$ cat config.mk
export PLATFORM = sky130hd
export DESIGN_NAME = rxf_glitch_filter
export DESIGN_NICKNAME = d
export VERILOG_FILES = /design/src/rtl/rxf_pkg.sv /design/src/rtl/rxf_sync.sv /design/src/rtl/rxf_prescaler.sv /design/src/rtl/rxf_stability.sv /design/src/rtl/rxf_glitch_filter.sv
export SDC_FILE = /design/constraint.sdc
export NUM_CORES = 1
export LEC_CHECK = 0
export ABC_AREA = 1
export BUFFER_PORTS_ARGS = -buffer_cell sky130_fd_sc_hd__buf_4
export CAP_MARGIN = 20
export CORE_MARGIN = 2
export CORE_UTILIZATION = 50
export CTS_CLUSTER_DIAMETER = 80
export CTS_CLUSTER_SIZE = 20
export DETAILED_ROUTE_END_ITERATION = 7
export PLACE_DENSITY = 0.7
export SLEW_MARGIN = 20
export SYNTH_ARGS = -nofsm -noshare
export SYNTH_HDL_FRONTEND = slang
export SYNTH_SLANG_ARGS = --single-unit
$ cat constraint.sdc
create_clock -name clk -period 1.3 [get_ports clk]
set_clock_uncertainty 0.15 [all_clocks]
set_input_delay 0.13 -clock clk [delete_from_list [all_inputs] [get_ports clk]]
set_output_delay 0.13 -clock clk [all_outputs]
set_load 0.1 [all_outputs]
$ cat src/rtl/rxf_pkg.sv
package rxf_pkg;
   localparam logic RXF_IDLE_LEVEL = 1'b1;

   function automatic int unsigned rxf_ratio(input int unsigned code);
      return code + 1;
   endfunction
endpackage

$ cat src/rtl/rxf_sync.sv
module rxf_sync #(
   parameter int   STAGES    = 2,
   parameter logic RST_LEVEL = 1'b1
) (
   input  logic clk,
   input  logic rst_n,
   input  logic d_i,
   output logic q_o
);
   if (STAGES < 2) begin : g_bad_stages
      $error("rxf_sync: STAGES must be at least 2");
   end

   logic [STAGES-1:0] chain_q;

   always_ff @(posedge clk) begin
      if (!rst_n) chain_q <= {STAGES{RST_LEVEL}};
      else        chain_q <= {chain_q[STAGES-2:0], d_i};
   end

   assign q_o = chain_q[STAGES-1];

   // the output follows the raw input STAGES clocks later
   assert_sync_delay_R8: assert property (@(posedge clk) disable iff (!rst_n)
      $past(rst_n, STAGES) |-> (q_o == $past(d_i, STAGES)));
endmodule

$ cat src/rtl/rxf_prescaler.sv
module rxf_prescaler #(
   parameter int SEL_W = 3
) (
   input  logic             clk,
   input  logic             rst_n,
   input  logic [SEL_W-1:0] sel_i,
   output logic             tick_o
);
   if (SEL_W < 1) begin : g_bad_sel
      $error("rxf_prescaler: SEL_W must be at least 1");
   end

   logic [SEL_W-1:0] div_q;
   logic [SEL_W-1:0] ratio_q;

   assign tick_o = (div_q == ratio_q);

   always_ff @(posedge clk) begin
      if (!rst_n) begin
         div_q   <= '0;
         ratio_q <= '0;
      end else if (tick_o) begin
         div_q   <= '0;
         ratio_q <= sel_i;
      end else begin
         div_q   <= div_q + 1'b1;
      end
   end

   assert_no_overflow_R2: assert property (@(posedge clk) disable iff (!rst_n)
      div_q <= ratio_q);

   assert_sel_at_wrap_R6: assert property (@(posedge clk) disable iff (!rst_n)
      !tick_o |=> $stable(ratio_q));
endmodule

$ cat src/rtl/rxf_stability.sv
module rxf_stability #(
   parameter int   TICKS     = 16,
   parameter logic RST_LEVEL = 1'b1
) (
   input  logic clk,
   input  logic rst_n,
   input  logic rx_i,
   input  logic tick_i,
   output logic lvl_o,
   output logic edge_o
);
   localparam int CNT_W = (TICKS > 2) ? $clog2(TICKS) : 1;

   if (TICKS < 2) begin : g_bad_ticks
      $error("rxf_stability: TICKS must be at least 2");
   end

   logic [CNT_W-1:0] cnt_q;
   logic             lvl_q;
   logic             edge_q;
   logic             last_tick;

   if ((1 << CNT_W) == TICKS) begin : g_pow2
      assign last_tick = &cnt_q;
   end else begin : g_any
      assign last_tick = (cnt_q == CNT_W'(TICKS - 1));
   end

   always_ff @(posedge clk) begin
      if (!rst_n) begin
         cnt_q  <= '0;
         lvl_q  <= RST_LEVEL;
         edge_q <= 1'b0;
      end else begin
         edge_q <= 1'b0;
         if (rx_i == lvl_q) begin
            cnt_q <= '0;
         end else if (tick_i) begin
            if (last_tick) begin
               cnt_q  <= '0;
               lvl_q  <= ~lvl_q;
               edge_q <= 1'b1;
            end else begin
               cnt_q  <= cnt_q + 1'b1;
            end
         end
      end
   end

   assign lvl_o  = lvl_q;
   assign edge_o = edge_q;

   assert_flip_on_tick_R3: assert property (@(posedge clk) disable iff (!rst_n)
      (lvl_q != $past(lvl_q)) |-> $past(tick_i));

   assert_restart_R5: assert property (@(posedge clk) disable iff (!rst_n)
      (rx_i == lvl_q) |=> (cnt_q == '0));

   assert_edge_single_R7: assert property (@(posedge clk) disable iff (!rst_n)
      edge_q |=> !edge_q);

   assert_edge_marks_change_R7: assert property (@(posedge clk) disable iff (!rst_n)
      edge_q == (lvl_q != $past(lvl_q)));
endmodule

$ cat src/rtl/rxf_glitch_filter.sv
module rxf_glitch_filter #(
   parameter int SEL_W       = 3,
   parameter int SYNC_STAGES = 2,
   parameter int FILT_TICKS  = 16
) (
   input  logic             clk,
   input  logic             rst_n,
   input  logic             rx_raw_i,
   input  logic [SEL_W-1:0] div_sel_i,
   output logic             rx_filt_o,
   output logic             rx_edge_o
);
   import rxf_pkg::*;

   logic rx_sync;
   logic tick;

   rxf_sync #(.STAGES(SYNC_STAGES), .RST_LEVEL(RXF_IDLE_LEVEL)) u_sync (
      .clk(clk), .rst_n(rst_n), .d_i(rx_raw_i), .q_o(rx_sync));

   rxf_prescaler #(.SEL_W(SEL_W)) u_div (
      .clk(clk), .rst_n(rst_n), .sel_i(div_sel_i), .tick_o(tick));

   rxf_stability #(.TICKS(FILT_TICKS), .RST_LEVEL(RXF_IDLE_LEVEL)) u_stab (
      .clk(clk), .rst_n(rst_n), .rx_i(rx_sync), .tick_i(tick),
      .lvl_o(rx_filt_o), .edge_o(rx_edge_o));

   assert_reset_idle_R1: assert property (@(posedge clk)
      !rst_n |=> (rx_filt_o == RXF_IDLE_LEVEL) && !rx_edge_o);
endmodule

# Word-level counts from Yosys, hierarchy flattened
# Index checks and enable logic that the tools add are counted.
[classes]
n_reduce_logical = 5
mux = 2
addsub = 2
n_bitwise = 4
multipliers = 0
order_cmp = 0
eq_ne = 2
div_mod_pow = 0
shift = 0
[ops]
columns = ["operator", "count"]
rows = [
  ["AND reduction 6 bit", 1],
  ["adder 4 x 1 -> 4 bit (second input constant)", 1],
  ["2-to-1 mux 4 bit", 1],
  ["NOT 1 bit", 4],
  ["AND reduction 4 bit", 1],
  ["OR reduction 2 bit", 2],
  ["adder 3 x 1 -> 3 bit (second input constant)", 1],
  ["equality test 3 bit", 1],
  ["OR reduction 3 bit", 1],
  ["equality test 1 bit", 1],
  ["2-to-1 mux 1 bit", 1],
]
[word_totals]
romBits = 0
reg_bits = 14
n_memories = 0
word_cells = 21
ramBits = 0
latchBits = 0

# Depth between registers and ports, before layout
[depth]
word_depth = 3
mapped_depth = 8

# Modules after synthesis
# A second synthesis with hierarchy kept.
[hier_totals]
hier_cells = 88
area_unflattened_um2 = 631.9
[modules_own_cells]
columns = ["mod", "instances", "seq_area_each_um2", "area_each_um2", "cells_per_inst"]
rows = [
  ["rxf_prescaler", 1, 120.1, 297.8, 42],
  ["rxf_stability", 1, 120.1, 279.0, 40],
  ["rxf_sync", 1, 40.0, 55.1, 6],
]

# Least setup slack after synthesis
# Ideal clock, no wire load.
[synth_path]
path_kind = "register to register"
startpoint = "register u_stab.lvl_q, in the netlist u_stab.lvl_o"
endpoint = "register u_stab.cnt_q[0]"
slack_ns = -0.296
setup_time_ns = 0.070
t_arrival_ns = 1.376
required_time_ns = 1.080
stages_incl_launch_ff = 4
n_path_buf = 0
cell_sequence = "dfxtp_1 -> xor2_1 -> nand2_1 -> a21oi_1"
[synth_via]
elab_chain_len = 2
[synth_rtl]
columns = ["item", "line_no", "text"]
rows = [
  ["start, declared", "rxf_stability.sv:19", "logic lvl_q;"],
  ["start signal, assigned", "rxf_stability.sv:41", "lvl_q <= ~lvl_q;"],
  ["equality test 1 bit", "rxf_stability.sv:36", "if (rx_i == lvl_q) begin"],
  ["OR reduction 2 bit (no line)", "n/a", ""],
  ["end signal, assigned", "rxf_stability.sv:44", "cnt_q <= cnt_q + 1'b1;"],
  ["end, declared", "rxf_stability.sv:18", "logic [CNT_W-1:0] cnt_q;"],
]
# Every way passes these cells.
# A chain may end at the register's enable or synchronous reset.

# Worst setup path in the final report
[layout_path]
startpoint = "register u_div.div_q[0]"
endpoint = "register u_stab.lvl_q, in the netlist u_stab.lvl_o"
[layout_via]
elab_chain_len = 2
[layout_rtl]
columns = ["item", "line_no", "text"]
rows = [
  ["start, declared", "rxf_prescaler.sv:13", "logic [SEL_W-1:0] div_q;"],
  ["start signal, assigned", "rxf_prescaler.sv:26", "div_q <= div_q + 1'b1;"],
  ["equality test 3 bit", "rxf_prescaler.sv:16", "assign tick_o = (div_q == ratio_q);"],
  ["AND reduction 6 bit (no line)", "n/a", ""],
]
# Every way passes these cells.

==> flow_summary.toml <==
[status]
outcome = "finished, final reports clean"

[grt]
grt_max_degree = 9
grt_pass1_wl_mm = 1.87
grt_antenna_before_repair = 0
grt_pass1_vias = 486
grt_overflow = 0
grtUsageTotal_pct = 18.1

[sta]
setup_tns_ns = 0
drv_slew = 0
finalCriticalPeriod_ns = 1.29
slew_headroom_pct = 81.5
setup_viol = 0
rsz0062_at_grt = "true"
tightest_slew_ns = 0.280
hold_viol_final = 0
fin_crit_sh_pct = 99.2
fmax_mhz = 776

[flow_run]
cap_violations = 0

[logic_synthesis]
synth_cells = 89
ys_ff_latch = 14
synth_seq_area_share_pct = 42.6
synth_area_um2 = 658
yosysUniqueCellTypes = 17
syn_area_per_cell_um2 = 7.39
ys_warn_count = 0
syn_nets = 97

[detailed_routing]
ant_nets = 0
drt-pass1-iter-count = 2
drt_iter0_drc = 5
drc = 0
wl_per_cell_um = 10.7
postRouteWirelength_mm = 1.33
vias = 598
avgViaCountPerCell = 4.82

[floorplan]
die_width_um = 40.3
dieArea_mm2 = 0.00162
floorplan.initialDensity_pct = 51.9
die_h_um = 40.3
fp-row-count = 13
core_area_mm2 = 0.00127
ios = 8

[cells_and_area]
final_common_cell = "nand2_1"
instances_no_fill = 124
drive_gt1_share_pct = 40.4
antenna_cells_inserted = 0
final_cell_mix = "nand2_1, buf_4, dfxtp_1"
final_net_count = 118
syn_to_final_growth_pct = 39.7

[critical_path]
timing.rr.start = "u_div.div_q[0]"
r2r_slack_ns = 0.01
crit_end = "u_stab.lvl_o"
endpoint_kind = "register"
timing.rr.end = "u_stab.lvl_o"
startpoint_type = "register"
crit_start = "u_div.div_q[0]"
critPathRequiredTime_ns = 1.32
cp_data_arrival_time_ns = 1.31
reg2reg_depth = 8
crit_type = "reg2reg"
crit_fanout = 5

[power_and_ir_drop]
p_leak_uw = 0.000421
power.density_mw_per_mm2 = 1860
peakVddDrop_uv = 1090

[clock_network]
root_buffer = "clkbuf_4"
cts_sinks = 14
cts.clk_slew.worst_paths_ns = 0.09
h-tree-depth = 1
clockBufferDepth = 2
cts_buffers = 3
cts_tree = "built"
clkLatencyLatePin_ns = 0.28

[placement]
place_congestion = 0.718
placed_cells = 115
numPortBuffers = 7
dp_hpwl_um = 869

[worst_hold_path]
hold_path_class = "reg2reg"
-- metal layers --
layer	part of all wire, %	global-route usage [%]	vias up
met3	2.2	5.00	4
li1	-	-	314
met1	44	20.7	272
met2	52	29.0	8
met4	1.9	12.5	0
met5	0	0	-
-- synthesized netlist by cell type --
| master | count | area share [%] |
|---|---|---|
| ha_1 | 2 | 3.8 |
| a21oi_1 | 4 | 3.0 |
| inv_1 | 10 | 5.7 |
| inv_2 | 1 | 0.57 |
| xor2_1 | 3 | 4.0 |
| nand3_2 | 1 | 1.5 |
| dfxtp_1 | 14 | 43 |
| nand2_2 | 3 | 2.9 |
| nor2_1 | 6 | 3.4 |
| nor2_2 | 2 | 1.9 |
| nand2_1 | 31 | 18 |
| xnor2_1 | 1 | 1.3 |
| xnor2_2 | 1 | 2.5 |
| nand3_1 | 6 | 4.6 |
| or2_2 | 2 | 1.9 |
| nand4_1 | 1 | 0.95 |
| nor2_4 | 1 | 1.7 |
-- report_power, final --
part           internal [µW]  total [µW]  switching, µW
Sequential               515         601           86.6
Combinational            326         791            465
Clock                    171         317            147
Total                   1010        1710            698
-- how the worst min path moves through the flow --
stage	start	to	cells after the start
after detailed placement	rx_raw_i	u_sync.chain_q[0]	2
after CTS	u_sync.chain_q[0]	u_sync.chain_q[1]	1
after global routing	u_sync.chain_q[0]	u_sync.chain_q[1]	1
after global placement	rx_raw_i	u_sync.chain_q[0]	2
final	u_sync.chain_q[0]	u_sync.chain_q[1]	1
after floorplan	rst_n	u_stab.lvl_o	1
-- worst max-delay path: stages (launching register included) --
cell and delay [ns]:
dfxtp_4 0.37, inv_2 0.06, nand2_2 0.06, nand2_4 0.09, nand2_4 0.05, nor2_4 0.18
nand2_2 0.08, nand2_1 0.07, nand3_1 0.07
-- kinds of logic after synthesis --
| kind of cell | count (synthesis) | synth area share [%] |
|---|---|---|
| buffers and inverters | 11 | 6.27 |
| DFF | 14 | 42.6 |
| adders and majority gates | 2 | 3.80 |
| AOI/OAI and AO/OA | 4 | 3.04 |
| xor gates and xnor gates | 5 | 7.80 |
| and+or+nand+nor | 53 | 36.5 |
-- sequential cells by signal, summed over array words and instances (netlist names) --
register and flops:
u_div.ratio_q 3, u_stab.edge_o 1, u_stab.cnt_q 4, u_div.div_q 3, u_sync.chain_q 2, u_stab.lvl_o 1
-- through the flow --
step	utilization (%)	cell area [µm²]	worst slack, ns	hold slack (ns)	total power (µW)
finish	72.5	920	0.0109	0.271	1710
global route	72.5	920	-0.0666	0.282	1830
CTS	67.2	852	0.0201	0.275	1510
detailed placement	60.0	761	0.0106	0.172	1150
global placement	60.0	761	0.0379	0.170	1140
floorplan	-	659	0.0274	0.0640	1010
-- repair_timing --
item,4_1_cts,5_1_grt
setup endpoints to repair,1,8
hold buffers,5,0
gates cloned,0,0
setup buffers,0,0
hold endpoints to repair,5,0
resized for setup,1,23
pin swaps,0,7
-- cell type report --
type                       count  area, µm²
clock buffer                   4       36.3
timing repair buffer          16        133
multi-input combinational     64        399
sequential                    14        292
tap                           15       18.8
fill                          99        349
inverter                      11       41.3
Note: power is estimated with default switching activity, not from simulation.
